[config.mk]
export PLATFORM = sky130hd
export DESIGN_NAME = psr_page_reader
export DESIGN_NICKNAME = d
export VERILOG_FILES = /design/src/rtl/psr_pkg.sv /design/src/rtl/psr_req_gate.sv /design/src/rtl/psr_wait_timer.sv /design/src/rtl/psr_addr_stepper.sv /design/src/rtl/psr_page_reader.sv
export SDC_FILE = /design/constraint.sdc
export NUM_CORES = 1
export LEC_CHECK = 0
export ABC_AREA = 0
export BUFFER_PORTS_ARGS = -buffer_cell sky130_fd_sc_hd__buf_2
export CORE_ASPECT_RATIO = 0.5
export CORE_UTILIZATION = 35
export CTS_BUF_LIST = sky130_fd_sc_hd__clkbuf_4 sky130_fd_sc_hd__clkbuf_8 sky130_fd_sc_hd__clkbuf_16
export CTS_CLUSTER_SIZE = 12
export DETAILED_ROUTE_END_ITERATION = 12
export GPL_TIMING_DRIVEN = 0
export PLACE_DENSITY = 0.7
export SKIP_CTS_REPAIR_TIMING = 1
export SYNTH_ARGS = -nofsm -noshare
export SYNTH_HDL_FRONTEND = slang
export SYNTH_HIERARCHICAL = 1
export SYNTH_SLANG_ARGS = --single-unit
[constraint.sdc]
create_clock -name clk -period 5.4 [get_ports clk]
set_input_delay 0.81 -clock clk [delete_from_list [all_inputs] [get_ports clk]]
set_output_delay 0.81 -clock clk [all_outputs]
set_load 0.02 [all_outputs]
[src/rtl/psr_pkg.sv]
package psr_pkg;

   typedef enum logic [1:0] {
      PS_IDLE  = 2'd0,
      PS_FIRST = 2'd1,
      PS_PAGE  = 2'd2,
      PS_REST  = 2'd3
   } psr_state_e;

   // Round a nanosecond interval up to whole clock cycles.
   function automatic int unsigned ns_to_cyc(input int unsigned ns, input int unsigned clk_ns);
      return (ns + clk_ns - 1) / clk_ns;
   endfunction

   function automatic int unsigned max2(input int unsigned a, input int unsigned b);
      return (a > b) ? a : b;
   endfunction

endpackage

[src/rtl/psr_req_gate.sv]
module psr_req_gate #(
   parameter int unsigned PAGE_WORDS = 4,
   parameter int unsigned OFF_W      = 2,
   parameter int unsigned CNT_W      = 3
) (
   input  logic [OFF_W-1:0] start_off,
   input  logic [CNT_W-1:0] words,
   output logic             fits
);

   localparam int unsigned SUM_W = ((OFF_W > CNT_W) ? OFF_W : CNT_W) + 1;

   logic [SUM_W-1:0] end_pos;

   initial begin
      assert (PAGE_WORDS == (1 << OFF_W))
         else $error("psr_req_gate: PAGE_WORDS must equal 2**OFF_W");
      assert ((1 << CNT_W) > PAGE_WORDS)
         else $error("psr_req_gate: CNT_W too narrow to encode a full page");
   end

   always_comb begin
      end_pos = SUM_W'(start_off) + SUM_W'(words);
      fits    = (words != '0)
             && (SUM_W'(words) <= SUM_W'(PAGE_WORDS))
             && (end_pos <= SUM_W'(PAGE_WORDS));
   end

endmodule

[src/rtl/psr_wait_timer.sv]
module psr_wait_timer #(
   parameter int unsigned TW = 3
) (
   input  logic          clk,
   input  logic          rst_n,
   input  logic          load,
   input  logic [TW-1:0] load_val,
   output logic          expire
);

   logic [TW-1:0] cnt_q;

   always_ff @(posedge clk) begin
      if (!rst_n) begin
         cnt_q <= '0;
      end else if (load) begin
         cnt_q <= load_val;
      end else if (cnt_q != '0) begin
         cnt_q <= cnt_q - 1'b1;
      end
   end

   assign expire = (cnt_q == TW'(1));

   AST_TMR_LOAD_NONZERO: assert property (@(posedge clk) disable iff (!rst_n)
      load |-> (load_val != '0));

endmodule

[src/rtl/psr_addr_stepper.sv]
module psr_addr_stepper #(
   parameter int unsigned ADDR_W = 23,
   parameter int unsigned OFF_W  = 2,
   parameter int unsigned CNT_W  = 3
) (
   input  logic              clk,
   input  logic              rst_n,
   input  logic              start,
   input  logic [ADDR_W-1:0] start_addr,
   input  logic [CNT_W-1:0]  start_words,
   input  logic              step,
   output logic [ADDR_W-1:0] addr,
   output logic [OFF_W-1:0]  off,
   output logic              is_last
);

   localparam int unsigned PG_W = ADDR_W - OFF_W;

   logic [PG_W-1:0]  page_q;
   logic [OFF_W-1:0] off_q;
   logic [CNT_W-1:0] left_q;

   always_ff @(posedge clk) begin
      if (!rst_n) begin
         page_q <= '0;
         off_q  <= '0;
         left_q <= '0;
      end else if (start) begin
         page_q <= start_addr[ADDR_W-1:OFF_W];
         off_q  <= start_addr[OFF_W-1:0];
         left_q <= start_words - 1'b1;
      end else if (step) begin
         off_q  <= off_q + 1'b1;
         left_q <= left_q - 1'b1;
      end
   end

   assign addr    = {page_q, off_q};
   assign off     = off_q;
   assign is_last = (left_q == '0);

   AST_STEP_NEXT_OFF: assert property (@(posedge clk) disable iff (!rst_n)
      (step && !start) |=> (off_q == $past(off_q) + 1'b1));
   AST_STEP_PAGE_HOLD: assert property (@(posedge clk) disable iff (!rst_n)
      (step && !start) |=> (page_q == $past(page_q)));

endmodule

[src/rtl/psr_page_reader.sv]
module psr_page_reader #(
   parameter int unsigned ADDR_W     = 23,
   parameter int unsigned DATA_W     = 16,
   parameter int unsigned PAGE_WORDS = 4,
   parameter int unsigned CNT_W      = 3,
   parameter int unsigned CLK_NS     = 10,
   parameter int unsigned T_AA_NS    = 70,
   parameter int unsigned T_PC_NS    = 25,
   parameter int unsigned T_PA_NS    = 20,
   parameter int unsigned T_CSH_NS   = 10,
   parameter int unsigned T_REFR_NS  = 1200
) (
   input  logic                          clk,
   input  logic                          rst_n,
   input  logic                          req_valid,
   output logic                          req_ready,
   input  logic [ADDR_W-1:0]             req_addr,
   input  logic [CNT_W-1:0]              req_words,
   output logic                          req_err,
   output logic                          rsp_valid,
   output logic [DATA_W-1:0]             rsp_data,
   output logic [$clog2(PAGE_WORDS)-1:0] rsp_tag,
   output logic                          rsp_last,
   output logic [ADDR_W-1:0]             mem_addr,
   output logic                          mem_ce_n,
   output logic                          mem_oe_n,
   output logic                          mem_we_n,
   output logic [DATA_W/8-1:0]           mem_be_n,
   input  logic [DATA_W-1:0]             mem_rdata
);

   import psr_pkg::*;

   localparam int unsigned OFF_W     = $clog2(PAGE_WORDS);
   localparam int unsigned LANES     = DATA_W / 8;
   localparam int unsigned FIRST_CYC = ns_to_cyc(T_AA_NS, CLK_NS);
   localparam int unsigned PAGE_CYC  = ns_to_cyc(max2(T_PC_NS, T_PA_NS), CLK_NS);
   localparam int unsigned RECOV_CYC = max2(ns_to_cyc(T_CSH_NS, CLK_NS), 1);
   localparam int unsigned MAX_CYC   = max2(FIRST_CYC, max2(PAGE_CYC, RECOV_CYC));
   localparam int unsigned TW        = $clog2(MAX_CYC + 1);
   localparam int unsigned BURST_NS  = (FIRST_CYC + (PAGE_WORDS - 1) * PAGE_CYC) * CLK_NS;

   initial begin
      assert (OFF_W >= 1 && ADDR_W > OFF_W)
         else $error("psr_page_reader: address must be wider than the page offset");
      assert (DATA_W % 8 == 0 && LANES >= 1)
         else $error("psr_page_reader: DATA_W must be a whole number of bytes");
      assert (FIRST_CYC >= 1 && PAGE_CYC >= 1)
         else $error("psr_page_reader: access intervals must be at least one cycle");
      assert (BURST_NS <= T_REFR_NS)
         else $error("psr_page_reader: longest burst exceeds the self-refresh window");
   end

   psr_state_e        state_q;
   logic              ce_n_q, oe_n_q, lane_n_q;
   logic              accept, reject, fits;
   logic              tmr_load, tmr_expire, step;
   logic [TW-1:0]     tmr_val;
   logic [OFF_W-1:0]  cur_off;
   logic              cur_last;

   psr_req_gate #(
      .PAGE_WORDS (PAGE_WORDS),
      .OFF_W      (OFF_W),
      .CNT_W      (CNT_W)
   ) u_gate (
      .start_off (req_addr[OFF_W-1:0]),
      .words     (req_words),
      .fits      (fits)
   );

   assign req_ready = (state_q == PS_IDLE);
   assign accept    = req_ready && req_valid && fits;
   assign reject    = req_ready && req_valid && !fits;

   psr_addr_stepper #(
      .ADDR_W (ADDR_W),
      .OFF_W  (OFF_W),
      .CNT_W  (CNT_W)
   ) u_step (
      .clk         (clk),
      .rst_n       (rst_n),
      .start       (accept),
      .start_addr  (req_addr),
      .start_words (req_words),
      .step        (step),
      .addr        (mem_addr),
      .off         (cur_off),
      .is_last     (cur_last)
   );

   psr_wait_timer #(
      .TW (TW)
   ) u_tmr (
      .clk      (clk),
      .rst_n    (rst_n),
      .load     (tmr_load),
      .load_val (tmr_val),
      .expire   (tmr_expire)
   );

   always_comb begin
      tmr_load = 1'b0;
      tmr_val  = '0;
      step     = 1'b0;
      unique case (state_q)
         PS_IDLE: begin
            if (accept) begin
               tmr_load = 1'b1;
               tmr_val  = TW'(FIRST_CYC);
            end
         end
         PS_FIRST, PS_PAGE: begin
            if (tmr_expire) begin
               tmr_load = 1'b1;
               if (cur_last) begin
                  tmr_val = TW'(RECOV_CYC);
               end else begin
                  tmr_val = TW'(PAGE_CYC);
                  step    = 1'b1;
               end
            end
         end
         default: ;
      endcase
   end

   always_ff @(posedge clk) begin
      if (!rst_n) begin
         state_q   <= PS_IDLE;
         ce_n_q    <= 1'b1;
         oe_n_q    <= 1'b1;
         lane_n_q  <= 1'b1;
         rsp_valid <= 1'b0;
         rsp_data  <= '0;
         rsp_tag   <= '0;
         rsp_last  <= 1'b0;
         req_err   <= 1'b0;
      end else begin
         rsp_valid <= 1'b0;
         req_err   <= reject;
         unique case (state_q)
            PS_IDLE: begin
               if (accept) begin
                  state_q  <= PS_FIRST;
                  ce_n_q   <= 1'b0;
                  oe_n_q   <= 1'b0;
                  lane_n_q <= 1'b0;
               end
            end
            PS_FIRST, PS_PAGE: begin
               if (tmr_expire) begin
                  rsp_valid <= 1'b1;
                  rsp_data  <= mem_rdata;
                  rsp_tag   <= cur_off;
                  rsp_last  <= cur_last;
                  if (cur_last) begin
                     state_q  <= PS_REST;
                     ce_n_q   <= 1'b1;
                     oe_n_q   <= 1'b1;
                     lane_n_q <= 1'b1;
                  end else begin
                     state_q  <= PS_PAGE;
                  end
               end
            end
            PS_REST: begin
               if (tmr_expire) state_q <= PS_IDLE;
            end
            default: state_q <= PS_IDLE;
         endcase
      end
   end

   assign mem_ce_n = ce_n_q;
   assign mem_oe_n = oe_n_q;
   assign mem_we_n = 1'b1;

   for (genvar b = 0; b < LANES; b++) begin : g_lane
      assign mem_be_n[b] = lane_n_q;
   end

   // Independent age counter for the first-word latency property.
   logic [TW-1:0] first_age_q;
   always_ff @(posedge clk) begin
      if (!rst_n) begin
         first_age_q <= '0;
      end else if (accept) begin
         first_age_q <= TW'(1);
      end else if (first_age_q != '1) begin
         first_age_q <= first_age_q + 1'b1;
      end
   end

   AST_PAGE_BITS_HOLD: assert property (@(posedge clk) disable iff (!rst_n)
      (!mem_ce_n && $past(!mem_ce_n)) |-> (mem_addr[ADDR_W-1:OFF_W] == $past(mem_addr[ADDR_W-1:OFF_W])));
   AST_FIRST_WAIT: assert property (@(posedge clk) disable iff (!rst_n)
      (state_q == PS_FIRST && tmr_expire) |-> (first_age_q == TW'(FIRST_CYC)));
   AST_REJECT_QUIET: assert property (@(posedge clk) disable iff (!rst_n)
      req_err |-> (mem_ce_n && !rsp_valid));
   AST_RELEASE_AFTER_LAST: assert property (@(posedge clk) disable iff (!rst_n)
      (rsp_valid && rsp_last) |=> mem_ce_n);
   AST_BUSY_NOT_READY: assert property (@(posedge clk) disable iff (!rst_n)
      !mem_ce_n |-> !req_ready);

endmodule

==> flow_summary.ini, run 1 <==
[status]
status = complete, no violations

[yosys]
avgSynthCellArea_um2 = 9.672
ys.flop_type = dfxtp_1
synth_edf_count = 0
syn_inst = 256
synth_area_leader_cell = dfxtp_1
syn_nets = 311
netlist_area_um2 = 2476
ys_ff_latch = 53
synthTopCellsByArea = dfxtp_1 (43%), mux2i_1 (8.9%), nand2_1 (6.8%)
synth_warnings = 6
synth-seq-area-share = 0.4285
ys_types = 43
synth_top_area_share = 0.4285
async_flop_share = 0

[setup_path]
rr_worst_depth = 8
crit_arrival_ns = 3.33
crit_slowest_cell = fa_1
r2r_start = u_tmr/cnt_q[1]$_SDFFE_PN0P_
crit_path_frequent_cell = inv_1
reg2reg_slack_ns = 3.04
r2r-end = u_tmr/cnt_q[1]$_SDFFE_PN0P_
critPathCapture = u_step/left_q[2]$_SDFFE_PN0P_
slowest_delay_ns = 0.37
cp_max_fo = 10
crit_chain = buf_2 -> ha_1 -> inv_1 -> fa_1 -> xor2_1 -> a21oi_1 -> a21oi_1 -> nand3_1 -> inv_1 -> buf_6 -> inv_1 -> a21boi_0 -> ha_1 -> nand2_1 -> xnor2_1 -> o211a_1
cp.required_ns = 5.58
end_kind = flip-flop
path_buf_inv = 5
crit_type = in2reg
cp_top_family = adder cells
crit_start = req_words[0]
critPathLaunchType = input pin
cp_num_cells = 16

[grt]
track_usage = 0.1282
antenna_found_initial = 0
grt_pass1_vias = 1731
grt_pass1_wl_um = 7527
overflow = 0
grt_max_degree = 18

[floorplan]
rows = 21
fp.dieH_um = 61.48
boundaryPins = 95
coreArea_um2 = 6753
initial_utilization = 0.3667
die-area_um2 = 7435
die_w_um = 121.0

[placed_design]
hpwl_um = 3684
port_buffers = 93
gp_congestion = 0.7627
post-place-ws_ns = 1.945

[finish]
drive_gt1_frac = 0.3754
multi_input_area_um2 = 1226
diodes = 0
nets = 411
register_area_um2 = 1061
area_growth_pct = 30.57
num-fill-cells = 652
postLayoutCoreUtil = 0.4788

[pwr]
power.internal_w = 0.0008288
comb_power_share = 0.296
p_sw_frac = 0.3029
power_w = 0.001189
p_clk_frac = 0.311
ir_worst_vdd_mv = 0.1433
p_sw_w = 0.0003602
power_leakage_nw = 1.430
p_seq_frac = 0.393
power.density_nw_per_um2 = 367.8

[clocking]
clock_latency_ns = 0.28
path_clk_slew_ns = 0.07
cts_tree = done
cts_made_buffers = 5
cts_sinks = 53
cts_max_level = 2
clockBufferDepth = 2
cts_root_buf = clkbuf_16

[sta]
finClkSkew_ns = 0.003358
tightest_slew_ns = 0.5827
hold_ws_ns = 0.4589
finalSetupViolations = 0
slew_headroom = 0.6115
rsz0062_at_grt = false
fin_crit_sh = 0.5833
hold_viol = 0
fmax_ghz = 0.3175
fin_setup_tns_ns = 0
min_period_ns = 3.150
layout_setup_ws_ns = 2.250
slew_viol_final = 0

[routing]
dr_wl_met3_um = 113
wl_per_cell_um = 10.79
top_layer = met4
drc_errors = 0
vias_per_cell = 4.412
wl_met2_um = 2407
wl_um = 4844
drt_iter0_drc = 68
m1WireLength_um = 2277
drt.antenna.violating_nets = 0
firstDrtPassIters = 4
vias = 1981

[hold_path]
min_path_cells = 2
hold_path.class = reg2reg
hold_path_startpoint = rsp_last$_SDFFE_PN0P_

[flow_run]
drv_cap = 0
## worst min-delay path, stage by stage (launching register included)
cell and delay, ns:
dfxtp_1 0.31, nand2_1 0.04, a21boi_0 0.06
## logic make-up after synthesis
kind of cell,after synthesis,share of synthesized area
AND/OR/NAND/NOR,88,0.1794
flip-flops,53,0.4285
AO/OA/AOI/OAI,46,0.1506
buffers and inverters,30,0.07630
multiplexers,22,0.08893
adder cells (fa/ha/maj),10,0.05356
XOR/XNOR,6,0.02122
other,1,0.001514
## synthesized netlist by cell type, types with 2 or more instances
master / n
a2111oi_1: 2
a21boi_0: 10
a21boi_2: 10
a21oi_1: 8
and2_1: 2
buf_2: 2
buf_4: 7
buf_6: 4
clkbuf_1: 3
dfxtp_1: 53
ha_1: 9
inv_1: 12
mux2i_1: 22
nand2_1: 45
nand3_1: 2
nor2_1: 3
nor2b_1: 25
nor2b_2: 2
nor4b_1: 2
o21ai_0: 5
o311a_1: 2
xnor2_1: 4
xor2_1: 2
## layout make-up
| cell class | count | share of cell area |
|---|---|---|
| clock buffer | 6 | 0.04296 |
| multi-input combinational | 173 | 0.3793 |
| clock inverter | 2 | 0.01161 |
| sequential | 53 | 0.3282 |
| timing repair buffer | 93 | 0.1440 |
| buffer | 18 | 0.04450 |
| tap | 92 | 0.03560 |
| inverter | 12 | 0.01393 |
## per-layer routing
metal / track usage / vias up
met4: 0.04409 / 0
li1: - / 1046
met2: 0.2376 / 28
met5: 0 / -
met1: 0.1546 / 903
met3: 0.02315 / 4
## through the flow
step	instance area [um2]	std cells
floorplan	2476	256
detailed placement	3057	441
global route	3233	449
finish	3233	449
CTS	3233	449
global placement	3057	441
## sequential cells by signal (all words and copies together), names as in the netlist, 2 cells and up
register and flops:
rsp_tag 2, u_tmr/cnt_q 3, u_step/page_q 21, rsp_data 16, state_q 2, u_step/left_q 3, u_step/off 2
## layout by cell type (no fill, tap or decap), types with 2 or more instances in the layout
cell	count
inv_1	12
clkbuf_16	5
nor2_1	3
buf_2	95
o21ai_0	5
nor4b_1	2
xnor2_1	4
nor2b_2	2
ha_1	9
nand2_1	45
dfxtp_1	53
nand3_1	2
a21oi_1	8
nor2b_1	25
a2111oi_1	2
mux2i_1	22
buf_6	4
a21boi_0	10
buf_4	7
clkbuf_1	3
o311a_1	2
a21boi_2	10
xor2_1	2
and2_1	2
## power groups by stage
| stage | clock network (W) | registers [W] | logic, W |
|---|---|---|---|
| final | 0.000370 | 0.000467 | 0.000352 |
| after global routing | 0.000397 | 0.000474 | 0.000396 |
| after CTS | 0.000384 | 0.000467 | 0.000356 |
| after detailed placement | 0 | 0.000476 | 0.000355 |
| after global placement | 0 | 0.000475 | 0.000353 |
| after floorplan | 0 | 0.000506 | 0.000230 |
## how the worst min path moves through the flow
stage                     slack (ns)                             to
final                           0.46          rsp_last$_SDFFE_PN0P_
after global routing            0.48      rsp_data[10]$_SDFFE_PN0P_
after CTS                       0.46      rsp_data[10]$_SDFFE_PN0P_
after detailed placement        0.45      rsp_data[10]$_SDFFE_PN0P_
after global placement          0.45      rsp_data[13]$_SDFFE_PN0P_
after floorplan                 0.50  u_step/left_q[1]$_SDFFE_PN0P_
No activity file was read; power rests on OpenSTA's default activity.
==> inputs of run 2 (changes only) <==
--- a/config.mk
+++ b/config.mk
@@ -13,7 +13,7 @@
 export CTS_CLUSTER_SIZE = 12
 export DETAILED_ROUTE_END_ITERATION = 12
 export GPL_TIMING_DRIVEN = 0
-export PLACE_DENSITY = 0.7
+export PLACE_DENSITY = 0.73
 export SKIP_CTS_REPAIR_TIMING = 1
 export SYNTH_ARGS = -nofsm -noshare
 export SYNTH_HDL_FRONTEND = slang
==> constraint.sdc (replaced) <==
create_clock -name clk -period 2.61 [get_ports clk]
set_input_delay 0.3915 -clock clk [delete_from_list [all_inputs] [get_ports clk]]
set_output_delay 0.3915 -clock clk [all_outputs]
set_load 0.02 [all_outputs]
==> run 2 against run 1 <==
Effect of this change: sequential power grew 110%; clock skew grew 0.0020 ns; wire length grew 3.9%; cell area grew 0.19%; highest routed layer unchanged.
==> flow_summary.ini, run 2 (synthesis gave the netlist of run 1 again) <==
[status]
status = complete, no violations

[placed_design]
post-place-ws_ns = -0.3893
gp_congestion = 0.7393
port_buffers = 93
hpwl_um = 3757
dp_cells = 441

[pwr]
p_clk_frac = 0.280
power_leakage_nw = 1.417
power.internal_w = 0.001612
power_w = 0.002378
p_seq_frac = 0.406
ir_worst_vdd_mv = 0.2628
power.density_nw_per_um2 = 734.2
p_sw_w = 0.0007661
comb_power_share = 0.315
p_sw_frac = 0.3221

[setup_path]
end_kind = flip-flop
crit_slowest_cell = fa_1
crit_arrival_ns = 2.72
cp.required_ns = 2.80
crit_start = req_words[0]
critPathLaunchType = input pin
rr_worst_depth = 8
cp_max_fo = 10
slowest_delay_ns = 0.37
crit_chain = buf_2 -> ha_2 -> inv_1 -> fa_1 -> xor2_1 -> a21oi_1 -> a21oi_2 -> nand3_2 -> inv_4 -> buf_8 -> inv_1 -> a21boi_2 -> ha_2 -> nand2_1 -> xnor2_1 -> o211a_1
r2r_start = u_tmr/cnt_q[1]$_SDFFE_PN0P_
reg2reg_slack_ns = 0.41
r2r-end = u_tmr/cnt_q[0]$_SDFFE_PN0P_
critPathCapture = u_step/left_q[2]$_SDFFE_PN0P_
crit_type = in2reg

[grt]
track_usage = 0.1345
antenna_found_initial = 0
overflow = 0
grt_pass1_wl_um = 7748
grt_pass1_vias = 1762
grt_max_degree = 18

[floorplan]
die-area_um2 = 7435
coreArea_um2 = 6753
rows = 21
boundaryPins = 95
fp.dieH_um = 61.48
initial_utilization = 0.3667
die_w_um = 121.0

[finish]
register_area_um2 = 1061
nets = 412
multi_input_area_um2 = 1247
stdcell_count = 450
drive_gt1_frac = 0.3966
most-common-layout-cells = buf_2 (95), dfxtp_1 (53), nand2_1 (45)
diodes = 0
final_common_cell = buf_2
num-fill-cells = 646
postLayoutCoreUtil = 0.4797
reg_top3 = u_step/page_q (21), rsp_data (16)
area_growth_pct = 30.82
largest_reg_flops = 21
largest-register = u_step/page_q

[flow_run]
drv_cap = 0

[routing]
vias = 1994
firstDrtPassIters = 3
drc_errors = 0
vias_per_cell = 4.431
drt_iter0_drc = 57
drt.antenna.violating_nets = 0
wl_um = 5035
wl_per_cell_um = 11.19

[sta]
slew_viol_final = 0
rsz0062_at_grt = true
layout_setup_ws_ns = 0.07591
finClkSkew_ns = 0.005403
fin_setup_tns_ns = 0
fin_crit_sh = 0.9709
min_period_ns = 2.534
hold_viol = 0
fmax_ghz = 0.3946
finalSetupViolations = 0

[hold_path]
hold_path.class = in2reg
min_path_cells = 3

[clocking]
cts_tree = done
cts_made_buffers = 5
cts_root_buf = clkbuf_16
cts_sinks = 53
cts_max_level = 2
clock_latency_ns = 0.29
path_clk_slew_ns = 0.07
clockBufferDepth = 2
## run 2: cell types whose count changed in the layout (fill, tap and decap cells not counted), sizes merged
cell / delta
bufinv: -1
clkinvlp: +1
buf: +1
## run 2: worst min-delay path by stage
stage	start	end
final	mem_rdata[5]	rsp_data[5]$_SDFFE_PN0P_
after global routing	mem_rdata[5]	rsp_data[5]$_SDFFE_PN0P_
after CTS	mem_rdata[5]	rsp_data[5]$_SDFFE_PN0P_
after detailed placement	rsp_data[8]$_SDFFE_PN0P_	rsp_data[8]$_SDFFE_PN0P_
after global placement	rsp_data[1]$_SDFFE_PN0P_	rsp_data[1]$_SDFFE_PN0P_
after floorplan	u_step/left_q[1]$_SDFFE_PN0P_	u_step/left_q[1]$_SDFFE_PN0P_
## run 2: through the flow
step / hold WS (ns) / cell area (um2)
finish: 0.3324 / 3239
global route: 0.3244 / 3239
CTS: 0.3296 / 3207
detailed placement: 0.4532 / 3059
global placement: 0.4477 / 3059
floorplan: 0.5007 / 2479
## run 2: power groups by stage
stage | combinational, W | clock (W) | sequential (W)
3_5_place_dp | 0.000741 | 0 | 0.000984
4_1_cts | 0.000744 | 0.000681 | 0.000966
2_1_floorplan | 0.000477 | 0 | 0.00105
5_1_grt | 0.000836 | 0.000721 | 0.000980
3_3_place_gp | 0.000730 | 0 | 0.000982
6_report | 0.000748 | 0.000665 | 0.000965
## run 2: final cells by class
class	count	share of cell area
clock inverter	2	0.004635
inverter	12	0.01468
tap	92	0.03553
timing repair buffer	94	0.1460
multi-input combinational	173	0.3851
sequential	53	0.3275
clock buffer	6	0.04094
buffer	18	0.04558
## run 2: critical path: cells and delay by family
kind                     cells  cell delay [ns]
adder cells (fa/ha/maj)      3             0.75
buffers and inverters        5             0.52
XOR/XNOR                     2             0.26
AO/OA/AOI/OAI                4             0.58
AND/OR/NAND/NOR              2             0.22
## run 2: routing by layer
metal  up-vias  share of wire  routed length [um]  track usage
li1       1042              -                   -            -
met1       923           0.44                2230       0.1482
met2        25           0.52                2629       0.2580
met3         4          0.024                 122      0.03796
met4         0          0.011                  53      0.04586
met5         -              0                   0            0
==> inputs of run 3 (changes only) <==
--- a/config.mk
+++ b/config.mk
@@ -9,7 +9,6 @@
 export BUFFER_PORTS_ARGS = -buffer_cell sky130_fd_sc_hd__buf_2
 export CORE_ASPECT_RATIO = 0.5
 export CORE_UTILIZATION = 35
-export CTS_BUF_LIST = sky130_fd_sc_hd__clkbuf_4 sky130_fd_sc_hd__clkbuf_8 sky130_fd_sc_hd__clkbuf_16
 export CTS_CLUSTER_SIZE = 12
 export DETAILED_ROUTE_END_ITERATION = 12
 export GPL_TIMING_DRIVEN = 0
==> run 3 against run 2 <==
Effect of this change: cell area fell by 0.12%; wire length barely moved; via count is the same; core utilization fell by 0.056 points; worst setup slack about the same; sequential power about the same; critical path type unchanged; largest power group unchanged; highest routed layer unchanged.
==> flow_summary.ini, run 3 (synthesis gave the netlist of run 1 again) <==
[status]
status = complete, no violations

[setup_path]
crit_slowest_cell = fa_1
crit_start = req_words[0]
cp.required_ns = 2.80
end_kind = flip-flop
slowest_delay_ns = 0.37
cp_top_family = adder cells
crit_arrival_ns = 2.72
cp_max_fo = 10
rr_worst_depth = 8
critPathLaunchType = input pin
crit_type = in2reg
r2r_start = u_tmr/cnt_q[1]$_SDFFE_PN0P_
cp_num_cells = 16
crit_chain = buf_2 -> ha_2 -> inv_1 -> fa_1 -> xor2_1 -> a21oi_1 -> a21oi_2 -> nand3_2 -> inv_4 -> buf_8 -> inv_1 -> a21boi_2 -> ha_2 -> nand2_1 -> xnor2_1 -> o211a_1
path_buf_inv = 5

[sta]
finClkSkew_ns = 0.005403
slew_viol_final = 0
fin_setup_tns_ns = 0
fmax_ghz = 0.3946
rsz0062_at_grt = true
finalSetupViolations = 0
hold_viol = 0
min_period_ns = 2.534
fin_crit_sh = 0.9710

[hold_path]
min_path_cells = 3
hold_path.class = in2reg
hold_path_startpoint = mem_rdata[5]

[floorplan]
coreArea_um2 = 6753
boundaryPins = 95
rows = 21
fp.dieH_um = 61.48
die_w_um = 121.0
initial_utilization = 0.3667
die-area_um2 = 7435

[clocking]
clock_latency_ns = 0.29
cts_root_buf = clkbuf_16
cts_made_buffers = 5
cts_sinks = 53
cts_max_level = 2
clockBufferDepth = 2
path_clk_slew_ns = 0.07
cts_tree = done

[finish]
fin_area_um2 = 3236
nets = 412
reg_top3 = u_step/page_q (21), rsp_data (16)
most-common-layout-cells = buf_2 (95), dfxtp_1 (53), nand2_1 (45)
diodes = 0
postLayoutCoreUtil = 0.4792
area_growth_pct = 30.67
largest-register = u_step/page_q
final_common_cell = buf_2
register_area_um2 = 1061
multi_input_area_um2 = 1247
drive_gt1_frac = 0.3939
largest_reg_flops = 21
num-fill-cells = 646

[pwr]
comb_power_share = 0.316
p_seq_frac = 0.408
power.density_nw_per_um2 = 731.8
p_sw_frac = 0.3235
p_clk_frac = 0.276
ir_worst_vdd_mv = 0.2628
power_leakage_nw = 1.413
power.internal_w = 0.001602
p_sw_w = 0.0007660

[placed_design]
gp_congestion = 0.7393
port_buffers = 93
hpwl_um = 3757
placed_cell_area_um2 = 3059

[routing]
vias_per_cell = 4.431
vias = 1994
wl_per_cell_um = 11.19
firstDrtPassIters = 3
drt.antenna.violating_nets = 0
drt_iter0_drc = 57
drc_errors = 0
wl_um = 5034

[grt]
grt_pass1_wl_um = 7748
grt_pass1_vias = 1762
antenna_found_initial = 0
grt_max_degree = 18
track_usage = 0.1345
overflow = 0

[flow_run]
drv_cap = 0
[run 3: cell types whose count changed in the layout (fill, tap and decap cells not counted)]
cell | before | now
clkbuf_4 | 1 | 0
clkbuf_1 | 3 | 4
[run 3: worst reg2reg max path, stage by stage, from the launching register on]
cell and delay [ns]:
dfxtp_1 0.31, inv_1 0.09, ha_1 0.14, nor2b_1 0.37, nand2_1 0.14, buf_2 0.21
a21oi_2 0.36, nor2b_1 0.10, a2111oi_1 0.38
[run 3: power groups by stage]
stage	Clock, W	Combinational [W]	Sequential [W]
after global routing	0.000711	0.000836	0.000980
after global placement	0	0.000730	0.000982
after CTS	0.000670	0.000744	0.000966
after detailed placement	0	0.000741	0.000984
after floorplan	0	0.000477	0.00105
final	0.000654	0.000748	0.000965
[run 3: layout make-up]
| cell class | instances | share of cell area |
|---|---|---|
| clock buffers | 6 | 0.03983 |
| multi-input cells | 173 | 0.3855 |
| flip-flops and latches | 53 | 0.3279 |
| well taps | 92 | 0.03558 |
| repair buffers | 94 | 0.1462 |
| inverters | 12 | 0.01469 |
| clock inverters | 2 | 0.004640 |
| plain buffers | 18 | 0.04563 |
[run 3: metal layers]
metal,part of all wire,up-vias,GRT usage
met5,0,-,0
met4,0.011,0,0.04586
met3,0.024,4,0.03796
met2,0.52,25,0.2580
met1,0.44,923,0.1482
li1,-,1042,-
[run 3: final timing paths]
path	endpoint	slack (ns)
setup / recovery	u_step/left_q[2]$_SDFFE_PN0P_	0.08
hold / removal	rsp_data[5]$_SDFFE_PN0P_	0.33
setup reg to reg	u_tmr/cnt_q[0]$_SDFFE_PN0P_	0.41
hold reg to reg	rsp_data[8]$_SDFFE_PN0P_	0.46
[run 3: per-stage QoR]
stage               power, W  worst slack, ns  hold slack (ns)  std cells
finish              0.002368          0.07582           0.3324        450
global route        0.002527          -0.1183           0.3244        450
CTS                 0.002380         -0.07891           0.3296        449
detailed placement  0.001725          -0.3893           0.4532        441
global placement    0.001713          -0.3177           0.4477        441
floorplan           0.001525          0.01691           0.5007        256
